===== config.mk =====
export PLATFORM = sky130hd
export DESIGN_NAME = alu_core
export DESIGN_NICKNAME = d
export VERILOG_FILES = /design/src/rtl/alu_pkg.sv /design/src/rtl/alu_slice.sv /design/src/rtl/alu_ripple.sv /design/src/rtl/alu_flags.sv /design/src/rtl/alu_core.sv
export SDC_FILE = /design/constraint.sdc
export NUM_CORES = 1
export LEC_CHECK = 0
export BUFFER_PORTS_ARGS = -buffer_cell sky130_fd_sc_hd__buf_2
export CORE_ASPECT_RATIO = 0.75
export CORE_MARGIN = 2
export CORE_UTILIZATION = 45
export DETAILED_ROUTE_END_ITERATION = 16
export MAX_ROUTING_LAYER = met4
export PLACE_DENSITY = 0.77
export SLEW_MARGIN = 0
export SYNTH_ARGS = -nofsm -noshare
export SYNTH_HDL_FRONTEND = slang
export SYNTH_SLANG_ARGS = --single-unit

===== constraint.sdc =====
create_clock -name vclk -period 22.3
set_input_delay 1.115 -clock vclk [all_inputs]
set_output_delay 1.115 -clock vclk [all_outputs]
set_load 0.01 [all_outputs]

===== src/rtl/alu_pkg.sv =====
package alu_pkg;

    typedef enum logic [3:0] {
        OP_AND = 4'b0000,
        OP_OR  = 4'b0001,
        OP_ADD = 4'b0010,
        OP_SUB = 4'b0110,
        OP_SLT = 4'b0111
    } alu_op_e;

    typedef enum logic [2:0] {
        PICK_AND,
        PICK_OR,
        PICK_SUM,
        PICK_LESS,
        PICK_NONE
    } pick_e;

    typedef struct packed {
        logic  invert_b;   // feed ~B and carry-in 1
        logic  arith;      // overflow may be reported
        pick_e pick;       // per-slice output choice
    } ctrl_t;

    function automatic ctrl_t decode_op(input logic [3:0] code);
        ctrl_t c;
        c = '{invert_b: 1'b0, arith: 1'b0, pick: PICK_NONE};
        case (code)
            OP_AND: c.pick = PICK_AND;
            OP_OR:  c.pick = PICK_OR;
            OP_ADD: begin c.pick = PICK_SUM;  c.arith = 1'b1; end
            OP_SUB: begin c.pick = PICK_SUM;  c.arith = 1'b1; c.invert_b = 1'b1; end
            OP_SLT: begin c.pick = PICK_LESS; c.invert_b = 1'b1; end
            default: c.pick = PICK_NONE;
        endcase
        return c;
    endfunction

endpackage


===== src/rtl/alu_slice.sv =====
module alu_slice
    import alu_pkg::*;
(
    input  logic  a,
    input  logic  b,
    input  logic  cin,
    input  logic  invert_b,
    input  pick_e pick,
    input  logic  less,
    output logic  res,
    output logic  sum,
    output logic  b_eff,
    output logic  cout
);
    always_comb begin
        b_eff = b ^ invert_b;
        sum   = a ^ b_eff ^ cin;
        cout  = (a & b_eff) | (b_eff & cin) | (a & cin);
        case (pick)
            PICK_AND:  res = a & b;
            PICK_OR:   res = a | b;
            PICK_SUM:  res = sum;
            PICK_LESS: res = less;
            default:   res = 1'b0;
        endcase
    end
endmodule


===== src/rtl/alu_ripple.sv =====
module alu_ripple
    import alu_pkg::*;
#(
    parameter int WIDTH = 32
) (
    input  logic [WIDTH-1:0] a,
    input  logic [WIDTH-1:0] b,
    input  logic             invert_b,
    input  pick_e            pick,
    input  logic [WIDTH-1:0] less,
    output logic [WIDTH-1:0] res,
    output logic             msb_sum,
    output logic             msb_b_eff
);
    localparam int TOP = WIDTH - 1;

    logic [WIDTH:0]   carry;
    logic [WIDTH-1:0] sum_v;
    logic [WIDTH-1:0] beff_v;

    assign carry[0] = invert_b;

    for (genvar i = 0; i < WIDTH; i++) begin : g_bit
        alu_slice u_slice (
            .a        (a[i]),
            .b        (b[i]),
            .cin      (carry[i]),
            .invert_b (invert_b),
            .pick     (pick),
            .less     (less[i]),
            .res      (res[i]),
            .sum      (sum_v[i]),
            .b_eff    (beff_v[i]),
            .cout     (carry[i+1])
        );
    end

    assign msb_sum   = sum_v[TOP];
    assign msb_b_eff = beff_v[TOP];

    logic unused_carry;
    assign unused_carry = carry[WIDTH];
endmodule


===== src/rtl/alu_flags.sv =====
module alu_flags #(
    parameter int WIDTH = 32
) (
    input  logic             a_msb,
    input  logic             b_eff_msb,
    input  logic             sum_msb,
    input  logic [WIDTH-1:0] result,
    input  logic             arith,
    input  logic             wrap_mode,
    output logic             set_less,
    output logic             ovf,
    output logic             is_zero
);
    logic raw_ovf;

    always_comb begin
        raw_ovf  = (a_msb == b_eff_msb) && (sum_msb != a_msb);
        set_less = sum_msb ^ raw_ovf;
        ovf      = raw_ovf & arith & ~wrap_mode;
        is_zero  = ~|result;
    end
endmodule


===== src/rtl/alu_core.sv =====
module alu_core
    import alu_pkg::*;
#(
    parameter int WIDTH = 32
) (
    input  logic [WIDTH-1:0] opnd_a,
    input  logic [WIDTH-1:0] opnd_b,
    input  logic [3:0]       op_sel,
    input  logic             wrap_mode,
    output logic [WIDTH-1:0] result,
    output logic             is_zero,
    output logic             ovf
);
    localparam int TOP = WIDTH - 1;

    ctrl_t            ctrl;
    logic             msb_sum;
    logic             msb_b_eff;
    logic             set_less;
    logic [WIDTH-1:0] less_vec;

    assign ctrl     = decode_op(op_sel);
    assign less_vec = {{(WIDTH-1){1'b0}}, set_less};

    alu_ripple #(.WIDTH(WIDTH)) u_ripple (
        .a         (opnd_a),
        .b         (opnd_b),
        .invert_b  (ctrl.invert_b),
        .pick      (ctrl.pick),
        .less      (less_vec),
        .res       (result),
        .msb_sum   (msb_sum),
        .msb_b_eff (msb_b_eff)
    );

    alu_flags #(.WIDTH(WIDTH)) u_flags (
        .a_msb     (opnd_a[TOP]),
        .b_eff_msb (msb_b_eff),
        .sum_msb   (msb_sum),
        .result    (result),
        .arith     (ctrl.arith),
        .wrap_mode (wrap_mode),
        .set_less  (set_less),
        .ovf       (ovf),
        .is_zero   (is_zero)
    );
endmodule


==> results of run 1 <==
metal layers:
| metal | vias up | GRT usage | wire length [um] | part of all wire |
|---|---|---|---|---|
| met5 | - | - | 0 | 0 |
| met2 | 89 | 0.320 | 2820 | 0.43 |
| met1 | 1125 | 0.338 | 3230 | 0.49 |
| met3 | 0 | 0.0147 | 488 | 0.075 |
| met4 | 0 | 0 | 0 | 0 |
| li1 | 1090 | - | - | - |
per-stage QoR:
step	area [sq um]	power [mW]
floorplan	2430	0.0521
global placement	2750	0.0740
detailed placement	2750	0.0753
CTS	2750	0.0757
global route	2750	0.0838
finish	2750	0.0757
cell families (layout without fill, tap and decap cells):
group / Yosys count / after routing
and+or+nand+nor: 46 / 46
xor gates and xnor gates: 33 / 33
adders and majority gates: 62 / 62
buffers and inverters: 57 / 116
AOI/OAI and AO/OA: 71 / 71
layout make-up:
class	count	area [sq um]
Multi-Input combinational cell	212	2080
Inverter	9	33.8
Timing Repair Buffer	107	546
Fill cell	518	2520
Tap cell	75	93.8
report_power, final:
group	internal, mW	switching (mW)
Sequential	0	0
Combinational	0.0348	0.0409
Clock	0	0
worst max-delay path: cells and delay by family:
kind,cells,cell delay [ns]
buffers and inverters,6,0.92
AOI/OAI and AO/OA,2,0.70
and+or+nand+nor,3,0.33
adders and majority gates,30,11.33
xor gates and xnor gates,1,0.23
cell usage in the layout, fill, tap and decap left out, drive strengths merged:
cell,netlist,routed
fa,30,30
or3b,1,1
o31ai,1,1
nand3b,1,1
nor3,8,8
nor3b,2,2
a211o,2,2
ha,2,2
nor2,6,6
nand4,1,1
o22ai,3,3
nor4b,2,2
a221oi,8,8
o21a,1,1
maj3,30,30
or4b,1,1
o22a,1,1
a31oi,1,1
nand2b,3,3
o21ai,11,11
o41ai,1,1
a22o,27,27
buf,45,107
a211oi,8,8
xor2,4,4
inv,9,9
nand4b,1,1
xnor2,29,29
nand2,4,4
a21oi,4,4
or3,1,1
nor4,13,13
a2111oi,2,2
nor2b,2,2
o21bai,1,1
how the worst min path moves through the flow:
stage              start   to  slack, ns  cells past startpoint
2_1_floorplan  wrap_mode  ovf       2.28                      1
3_3_place_gp   wrap_mode  ovf       2.47                      3
3_5_place_dp   wrap_mode  ovf       2.48                      3
4_1_cts        wrap_mode  ovf       2.48                      3
5_1_grt        wrap_mode  ovf       2.49                      3
6_report       wrap_mode  ovf       2.47                      3
==> out/metrics.csv, run 1 <==
metric,value,unit
max incr delay on CP,0.56,ns
minimum clock period,15.72,ns
number of distinct library cells after synthesis,44,
Reg area,0,sq um
1st-pass router iterations,4,
core footprint,0.00527,sq mm
XOR/XNOR Fraction of Synth Area,0.122,
synth cell count leaders,"buf_4 (34), fa_1 (30), xnor2_1 (29), maj3_1 (28), a22o_1 (27)",
Die H,67.7,um
Cells after Synth,269,
vias in the first global route,2006,
CLK BUF,0,
Die Wd,88.9,um
antenna fix cells,0,
final hold violations,0,
cell with the most instances after synthesis,buf_4,
simple-gate share of the synthesized area,0.113,
Util after Layout,0.522,
pwr dens,27.5,mW/mm^2
CTS Hold Buffers Added,0,
Initial Util,0.462,
RSZ-0062 raised after global routing,false,
largest family of logic cells by synthesized area,adder cells,
Post-CTS Setup Bufs,0,
final max-slew violation count,0,
Slew HR,0.575,
type of the worst min-delay path,input port to output pin,
hold slack,2.47,ns
dpl cells,403,
worst-path maximum fanout,33,
worst slew pin tran,0.637,ns
Post-Synth Adder-Cell Area,0.382,
share of cells above drive strength 1,0.360,
initial antenna violation count,0,
outcome,finished clean,
cell repeated most along the worst path,fa_1,
FMAX,63.6,MHz
startpoint types,input port,
cell taking the most area after synthesis,fa_1,
GRT Overall Usage,0.215,
die area,0.00602,sq mm
sequential cell area fraction in the yosys report,0,
Yosys top cell area share,0.247,
P_leak,1.14,nW
seq_cells,0,
Worst path slowest cell,a2111oi_0,
final cell count without fillers,403,
DR vias/cell,5.72,
first-pass GRT wire length,10000,um
CP endpoint kind,output pin,
critical path type,input port to output pin,
post-synthesis mux area share,0,
post_cts resized,0,
P&R area growth vs syn,13.1,%
Vias,2304,
DPL Wire Length,5250,um
Final Cycle Share,0.705,
Syn Nets,370,
total gr overflow,0,
WP data arrival,14.60,ns
max-cap viol count,0,
nets@finish,431,
Finish-stage setup viols,0,
WP data required,21.19,ns
Worst Setup SP,op_sel[3],
GP Congestion,0.853,
largest cells by area after synthesis,"fa_1 (25%), maj3_1 (12%), buf_4 (10%)",
worst vdd ir,0.0110,mV
YS warnings,0,
largest net degree at the start of global routing,60,
cell row count,23,
DRC,0,
Antenna Violating Nets Remaining,0,
Setup crit end,is_zero,
Avg WL per Cell,16.2,um
WL final,6540,um
io pins,103,
TNS Setup,0,ns
Avg Inst Size Synth,9.04,sq um
Post-Syn Area,0.00243,sq mm
Setup WS pre-CTS,6.70,ns
starting DRC count in detailed routing,148,
compound-gate portion of the synthesized area,0.233,
I/O Buffers,103,
fin worst setup slack,6.58,ns
(Power assumes the default switching activity.)
==> run 2: changes to the inputs <==
- ABC_AREA: default -> 1
- PLACE_DENSITY: 0.77 -> 0.79
- clock period: 22.3 -> 13.9 ns (I/O delays scaled with it)
==> out/metrics.csv, run 2 <==
metric,value,unit,change
Post-CTS Setup Bufs,0,,unchanged
nets@finish,584,,+35%
DRC,0,,unchanged
outcome,finished clean,,
XOR/XNOR Fraction of Synth Area,0.103,,-0.0189
compound-gate portion of the synthesized area,0.0442,,-0.189
cell row count,23,,unchanged
Avg WL per Cell,12.4,um,-23%
largest net degree at the start of global routing,45,,-25%
initial antenna violation count,0,,unchanged
CP endpoint kind,output pin,,
pwr dens,36.9,mW/mm^2,+34%
max-cap viol count,0,,unchanged
largest cells by area after synthesis,"fa_1 (24%), nand2_1 (12%), nand3_1 (11%)",,
FMAX,74.4,MHz,
most frequent cells in the layout,"buf_2 (103), nand2_1 (82), inv_1 (69)",,
"leading cell type in the layout, fill and taps excluded",buf_2,,
first-pass GRT wire length,11800,um,+18%
WL final,6920,um,+5.9%
number of distinct library cells after synthesis,24,,-45%
post-synthesis mux area share,0,,unchanged
WP data required,13.20,ns,-7.99 ns
share of cells above drive strength 1,0.295,,-0.0645
Vias,2740,,+19%
Initial Util,0.471,,+0.00946
final instance area,0.00300,sq mm,+8.9%
worst-path maximum fanout,5,,-85%
I/O Buffers,103,,unchanged
Post-Syn Area,0.00255,sq mm,+4.8%
WP data arrival,12.74,ns,-1.86 ns
Die Wd,90.9,um,+2.3%
DR vias/cell,4.93,,-14%
multi-input gate area in the final layout,0.00203,sq mm,-2.5%
WHS Path Cells,4,,+1
GRT Overall Usage,0.226,,+0.0111
simple-gate share of the synthesized area,0.383,,+0.270
Reg area,0,sq um,unchanged
Die H,69.2,um,+2.2%
P&R area growth vs syn,17.5,%,
die area,0.00629,sq mm,+4.6%
cell taking the most area after synthesis,fa_1,,
DPL Wire Length,5710,um,+8.7%
YS warnings,0,,unchanged
WHS Endpoint,result[18],,
core footprint,0.00541,sq mm,+2.7%
Syn Nets,513,,+39%
io pins,103,,unchanged
synth cell count leaders,"nand2_1 (82), inv_1 (69), nand3_1 (57), nor2_1 (41), buf_4 (32)",,
CLK BUF,0,,unchanged
P_leak,1.73,nW,+52%
minimum clock period,13.44,ns,
Yosys top cell area share,0.236,,-0.0114
fill count,548,,+5.8%
startpoint types,input port,,
total gr overflow,0,,unchanged
sequential cell area fraction in the yosys report,0,,unchanged
antenna fix cells,0,,unchanged
Finish-stage setup viols,0,,unchanged
vias in the first global route,2651,,+32%
Worst path slowest cell,fa_1,,
GP Congestion,0.919,,+7.7%
type of the worst min-delay path,input port to output pin,,
Slew HR,0.292,,-0.283
Antenna Violating Nets Remaining,0,,unchanged
1st-pass router iterations,4,,unchanged
Final Cycle Share,0.967,,
Tot Pwr,0.110,mW,+46%
final max-slew violation count,0,,unchanged
RSZ-0062 raised after global routing,false,,
cell repeated most along the worst path,fa_2,,
Cells after Synth,412,,+53%
worst slew pin tran,1.06,ns,+0.423 ns
max incr delay on CP,0.45,ns,-0.11 ns
Post-Synth Adder-Cell Area,0.245,,-0.136
Avg Inst Size Synth,6.19,sq um,-32%
final hold violations,0,,unchanged
largest family of logic cells by synthesized area,simple AND/OR/NAND/NOR gates,,
placed cell area,0.00295,sq mm,+7.2%
hold path startpoint,opnd_b[18],,
starting DRC count in detailed routing,107,,-28%
worst vdd ir,0.0161,mV,+46%
cell with the most instances after synthesis,nand2_1,,
seq_cells,0,,unchanged
critical path type,input port to output pin,,
[run 2: layout make-up]
cell class | instances | share of cell area
timing repair buffer | 116 | 0.205
tap | 75 | 0.0313
inverter | 70 | 0.0877
multi-input combinational | 295 | 0.676
[run 2: worst max path at each step]
stage                     startpoint      end  slack, ns  cells past startpoint
after detailed placement   op_sel[3]  is_zero      -0.24                     46
final                      op_sel[3]  is_zero       0.46                     46
after global routing       op_sel[3]  is_zero       0.04                     46
after global placement     op_sel[3]  is_zero       0.04                     46
after floorplan            op_sel[3]  is_zero       0.25                     46
after CTS                  op_sel[3]  is_zero      0.007                     46
[run 2: through the flow]
step	std cells	hold slack, ns	setup TNS [ns]	utilization	worst slack [ns]
after global routing	556	1.82	0	0.554	0.0376
after floorplan	412	1.56	0	-	0.249
after CTS	556	1.79	0	0.549	0.00709
final	556	1.79	0	0.554	0.463
after detailed placement	556	1.79	-0.298	0.545	-0.240
after global placement	556	1.79	0	0.545	0.0391
[run 2: where the power goes]
group	internal [mW]	leakage (nW)	switching (mW)	total, mW
sequential	0	0	0	0
combinational	0.0469	1.73	0.0636	0.110
clock	0	0	0	0
[run 2: per-layer routing]
layer,GRT usage,vias up,part of all wire,wire [um]
li1,-,1386,-,-
met1,0.311,1247,0.46,3160
met2,0.374,107,0.46,3210
met3,0.0337,0,0.081,558
met4,0.0118,0,0,0
met5,-,-,0,0
[run 2: kinds of logic (layout without fill, tap and decap cells)]
family                     count (synthesis)  count (layout)
xor gates and xnor gates                  30              30
adders and majority gates                 32              32
buffers and inverters                    117             186
AOI/OAI and AO/OA                         18              18
and+or+nand+nor                          215             215
[run 2: timing repair]
action	4_1_cts	5_1_grt
endpoints found under the setup margin	3	5
gates cloned	0	0
pin swaps	1	2
gates resized for setup	7	10
hold buffers	0	0
[run 2: worst max-delay path: cells and delay by family]
family	cells	cell delay, ns
fa+ha+maj	30	10.52
xor+xnor	1	0.14
buf+inv	7	0.62
simple gates	8	0.76
